**src/rtl/bpc_pkg.sv**
```systemverilog
package bpc_pkg;
  localparam int DW     = 18;
  localparam int AW     = 3;
  localparam int NSLOT  = 4;
  localparam int SLOT_W = $clog2(NSLOT);

  typedef enum logic [SLOT_W-1:0] {
    SLOT_FIFO = 2'd0,
    SLOT_AE   = 2'd1,
    SLOT_AF   = 2'd2,
    SLOT_BYP  = 2'd3
  } slot_e;
endpackage

```
**src/rtl/bpc_qualify.sv**
```systemverilog
module bpc_qualify
  import bpc_pkg::*;
(
  input  logic             sel_n,
  input  logic             xfer_n,
  input  logic             rnw,
  input  logic [AW-1:0]    addr,
  output logic             rsv,
  output logic [NSLOT-1:0] wr_hit,
  output logic [NSLOT-1:0] rd_hit
);
  logic acc;
  assign acc = ~sel_n & ~xfer_n;
  assign rsv = (addr >= AW'(NSLOT));

  for (genvar k = 0; k < NSLOT; k++) begin : g_slot
    logic match;
    assign match     = (addr == AW'(k));
    assign wr_hit[k] = acc & match & ~rnw;
    assign rd_hit[k] = acc & match &  rnw;
  end
endmodule

```
**src/rtl/bpc_strobe.sv**
```systemverilog
module bpc_strobe
  import bpc_pkg::*;
(
  input  logic             clk,
  input  logic             rst_n,
  input  logic [NSLOT-1:0] wr_hit,
  input  logic [NSLOT-1:0] rd_hit,
  input  logic [DW-1:0]    dq_i,
  output logic [NSLOT-1:0] wr_stb,
  output logic [NSLOT-1:0] rd_stb,
  output logic [DW-1:0]    wr_data
);
  logic [NSLOT-1:0] wr_d, rd_d;
  logic             cap_en;
  logic [DW-1:0]    data_d;

  always_comb begin
    wr_d   = wr_hit;
    rd_d   = rd_hit;
    cap_en = |wr_hit;
    data_d = cap_en ? dq_i : wr_data;
  end

  always_ff @(posedge clk or negedge rst_n) begin
    if (!rst_n) begin
      wr_stb  <= '0;
      rd_stb  <= '0;
      wr_data <= '0;
    end else begin
      wr_stb  <= wr_d;
      rd_stb  <= rd_d;
      wr_data <= data_d;
    end
  end
endmodule

```
**src/rtl/bpc_rdmux.sv**
```systemverilog
module bpc_rdmux
  import bpc_pkg::*;
(
  input  logic [AW-1:0]          addr,
  input  logic                   rsv,
  input  logic [NSLOT-1:0][DW-1:0] src,
  output logic [DW-1:0]          dout
);
  always_comb begin
    if (rsv) dout = '0;
    else     dout = src[addr[SLOT_W-1:0]];
  end
endmodule

```
**src/rtl/bus_port_ctrl.sv**
```systemverilog
module bus_port_ctrl
  import bpc_pkg::*;
(
  input  logic             clk,
  input  logic             rst_n,
  input  logic             sel_n,
  input  logic             xfer_n,
  input  logic             rnw,
  input  logic             oe_n,
  input  logic [AW-1:0]    addr,
  input  logic [DW-1:0]    dq_i,
  input  logic [DW-1:0]    src_fifo,
  input  logic [DW-1:0]    src_ae,
  input  logic [DW-1:0]    src_af,
  input  logic [DW-1:0]    src_byp,
  output logic [DW-1:0]    dq_o,
  output logic             dq_oe,
  output logic [NSLOT-1:0] wr_stb,
  output logic [NSLOT-1:0] rd_stb,
  output logic [DW-1:0]    wr_data
);
  logic [1:0] rst_pipe;
  logic       srst_n;

  always_ff @(posedge clk or negedge rst_n) begin
    if (!rst_n) rst_pipe <= '0;
    else        rst_pipe <= {rst_pipe[0], 1'b1};
  end
  assign srst_n = rst_pipe[1];

  logic                    rsv;
  logic [NSLOT-1:0]        wr_hit, rd_hit;
  logic [NSLOT-1:0][DW-1:0] src;

  assign src[SLOT_FIFO] = src_fifo;
  assign src[SLOT_AE]   = src_ae;
  assign src[SLOT_AF]   = src_af;
  assign src[SLOT_BYP]  = src_byp;

  bpc_qualify u_qual (
    .sel_n(sel_n), .xfer_n(xfer_n), .rnw(rnw), .addr(addr),
    .rsv(rsv), .wr_hit(wr_hit), .rd_hit(rd_hit)
  );

  bpc_strobe u_stb (
    .clk(clk), .rst_n(srst_n), .wr_hit(wr_hit), .rd_hit(rd_hit),
    .dq_i(dq_i), .wr_stb(wr_stb), .rd_stb(rd_stb), .wr_data(wr_data)
  );

  bpc_rdmux u_mux (
    .addr(addr), .rsv(rsv), .src(src), .dout(dq_o)
  );

  assign dq_oe = ~oe_n & ~sel_n & rnw;
endmodule

```
**config.mk**
```make
export PLATFORM = sky130hd
export DESIGN_NAME = bus_port_ctrl
export DESIGN_NICKNAME = d
export VERILOG_FILES = /design/src/rtl/bpc_pkg.sv /design/src/rtl/bpc_qualify.sv /design/src/rtl/bpc_strobe.sv /design/src/rtl/bpc_rdmux.sv /design/src/rtl/bus_port_ctrl.sv
export SDC_FILE = /design/constraint.sdc
export NUM_CORES = 1
export LEC_CHECK = 0
export ABC_AREA = 1
export BUFFER_PORTS_ARGS = -buffer_cell sky130_fd_sc_hd__buf_2
export CORE_MARGIN = 2
export CORE_UTILIZATION = 38
export DETAILED_ROUTE_END_ITERATION = 6
export PLACE_DENSITY = 0.82
export REMOVE_ABC_BUFFERS = 1
export SLEW_MARGIN = 10
export SYNTH_ARGS = -nofsm -noshare
export SYNTH_HDL_FRONTEND = slang
export SYNTH_SLANG_ARGS = --single-unit
```
**constraint.sdc**
```tcl
create_clock -name clk -period 1.2 [get_ports clk]
set_input_delay 0.18 -clock clk [delete_from_list [all_inputs] [get_ports clk]]
set_output_delay 0.18 -clock clk [all_outputs]
set_load 0.02 [all_outputs]
```
==> results.txt <==
Die X = 69.3 um
setup ws final = -0.0252 ns
Total GRT Usage = 22.2%
RePlAce Congestion = 0.827
Net Sw Frac = 32.7%
Clock Skew = 0.00379 ns
via/cell ratio = 4.97
leading register cell type out of synthesis = dfrtp_1
Yosys cell types = 23
status = complete, but fails checks
Synth async-reset ratio = 100%
Initial Util = 39.9%
R2R Setup Slk = 0.55 ns
worst min path class = primary input to flip-flop
maxcap violations = 0
CP max stage delay = 0.19 ns
element type at the critical path start = primary input
critical path, cell by cell = buf_6 -> nor2_4 -> buf_6 -> nand2_1 -> a31oi_1 -> buf_2
Post-DP HPWL = 4360 um
Final Core Density = 69.8%
Critical Path AT = 1.05 ns
Yosys reg bits = 28
fin crit period = 1.23 ns
reg-to-reg endpoint = u_stb.wr_data[12]$_DFFE_PN0P_
Leak = 1.56 nW
WHS Path Cells = 2
TritonCTS clock tree = done
Core ar. = 4060 um^2
Hold Path Origin = rnw
RSZ-0062 raised after global routing = yes
Area Overhead vs Synth = 75.0%
Slew Viols, Final = 0
NetSw = 998 uW
Crit path max-delay family = buffers and inverters
most used cell, CP = buf_6
DIE HEIGHT = 69.3 um
DR vias = 2044
vias in the first global route = 2016
# DRC = 0
Fin Setup TNS = -0.101 ns
most frequent cells in the layout = 129 x buf_2, 62 x nand2_1, 28 x dfrtp_1, 26 x buf_4, 19 x nand3_1
sequential area share after synthesis = 43.3%
total power = 3.05 mW
Initial DRC Count = 77
r2r worst-path depth = 2
Setup CP Type = primary input to primary output
IO buf count = 143
largest net degree at the start of global routing = 20
final period utilization = 102%
Final Hold Fails = 0
clock buffer depth = 2
Pre-antenna DRT Iters = 4
mean post-synth cell area = 8.17 um^2
critical path fanouts, max = 8
Mapped Cells = 198
Comb power frac = 38.1%
CTS root buf = clkbuf_8
die area = 4800 um^2
residual antenna-violating net count after detailed routing = 0
Overflow after GRT = 0
Peak VDD IR = 0.000523 V
Cell Int Power = 2.05 mW
Synth Warn # = 0
Post-synth EDFFs = 0
io pins = 144
Fmax = 0.816 GHz
layout cells sized above 1 = 58.3%
CP max stage cell = buf_2
DRT Wirelength = 5690 um
reg2reg start = u_stb.wr_data[12]$_DFFE_PN0P_
wire per inst = 13.8 um
Hold EP = u_stb.wr_stb[1]$_DFF_PN0_
first-pass GRT wire length = 8830 um
layout net count = 460
crit end category = primary output
Clk Latency, worst-skew pair = 0.26 ns
clock share of power = 22.9%
Mapped Area = 1620 um^2
final setup fails = 8
fin cells = 411
Rows = 23
sequential power share = 38.9%
# fillers = 326
CTS Sinks = 28
failing checks = setup timing
WP data required = 1.02 ns
cts bufs inserted = 3
Crit. Startpoint = addr[0]
register clock-pin slew on the reported worst setup and hold paths = 0.09 ns
Pwr per Cell Area = 1080 nW/um^2
Place WS = -0.159 ns
Critical path buffers and inverters = 3
commonest non-fill, non-tap cell in the layout = buf_2
cell count after placement = 397
H-tree depth = 1
initial antenna violation count = 1
CP Depth = 6
## worst max path at each step
stage / to / slack [ns]
2_1_floorplan: dq_o[0] / -0.50
5_1_grt: dq_o[7] / -0.10
6_report: dq_o[5] / -0.03
3_5_place_dp: dq_o[11] / -0.16
4_1_cts: dq_o[6] / -0.02
3_3_place_gp: dq_o[6] / -0.19
## layout make-up
type / instances / area, um^2 / area share [%]
clock inverters: 1 / 30.0 / 1.06
multi-input cells: 150 / 903 / 31.9
clock buffers: 3 / 41.3 / 1.46
well taps: 50 / 62.6 / 2.21
repair buffers: 170 / 1050 / 37.2
diodes: 1 / 2.50 / 0.0884
inverters: 8 / 38.8 / 1.37
flip-flops and latches: 28 / 701 / 24.7
## cell families after synthesis
family / Yosys count / synth area share [%]
other: 1 / 0.232
DFF: 28 / 43.3
buffers and inverters: 20 / 8.12
and+or+nand+nor: 112 / 31.7
AOI/OAI and AO/OA: 37 / 16.6
## synthesized netlist by cell type (2+ instances only)
cell | instances | area (um^2)
nor2_1 | 10 | 37.5
nand2_2 | 11 | 68.8
buf_2 | 4 | 20.0
inv_2 | 2 | 7.51
nand2_1 | 67 | 251
buf_6 | 2 | 22.5
a22oi_1 | 18 | 135
dfrtp_1 | 28 | 701
buf_4 | 4 | 30.0
inv_1 | 4 | 15.0
a31oi_1 | 18 | 113
nand3_1 | 19 | 95.1
## stage by stage
step           area (um^2)  hold slack [ns]
6_report              2830            0.101
3_3_place_gp          2480          -0.0352
5_1_grt               2830           0.0812
3_5_place_dp          2480          -0.0341
2_1_floorplan         1520           -0.116
4_1_cts               2670           0.0932
## power by group through the flow
stage          sequential [mW]  combinational (mW)  clock, mW
6_report                  1.19                1.16      0.700
5_1_grt                   1.21                1.26      0.772
4_1_cts                   1.19                1.11      0.718
3_5_place_dp              1.20                1.06          0
3_3_place_gp              1.20                1.04          0
2_1_floorplan             1.42               0.339          0
## state kept, by name, summed over array words and instances (netlist names)
signal	count
u_stb.rd_stb	4
u_stb.wr_data	18
rst_pipe	2
u_stb.wr_stb	4
## per-layer routing
| layer | track usage, % | vias to the layer above | part of all wire, % | wire [um] |
|---|---|---|---|---|
| met2 | 42.2 | 112 | 52 | 2970 |
| met3 | 4.51 | 12 | 7.7 | 437 |
| met5 | 0 | - | 0 | 0 |
| met1 | 24.7 | 920 | 37 | 2130 |
| li1 | - | 1000 | - | - |
| met4 | 6.54 | 0 | 2.7 | 153 |
## what timing repair did
item                                    in CTS  in global routing
hold buffers                                 1                  0
cloned                                       2                  0
pin swaps                                    5                  6
resized for setup                           29                 27
endpoints found under the hold margin        2                  0
setup buffers                                1                  5
endpoints found under the setup margin      18                 21
Note: power is estimated with default switching activity, not from simulation.
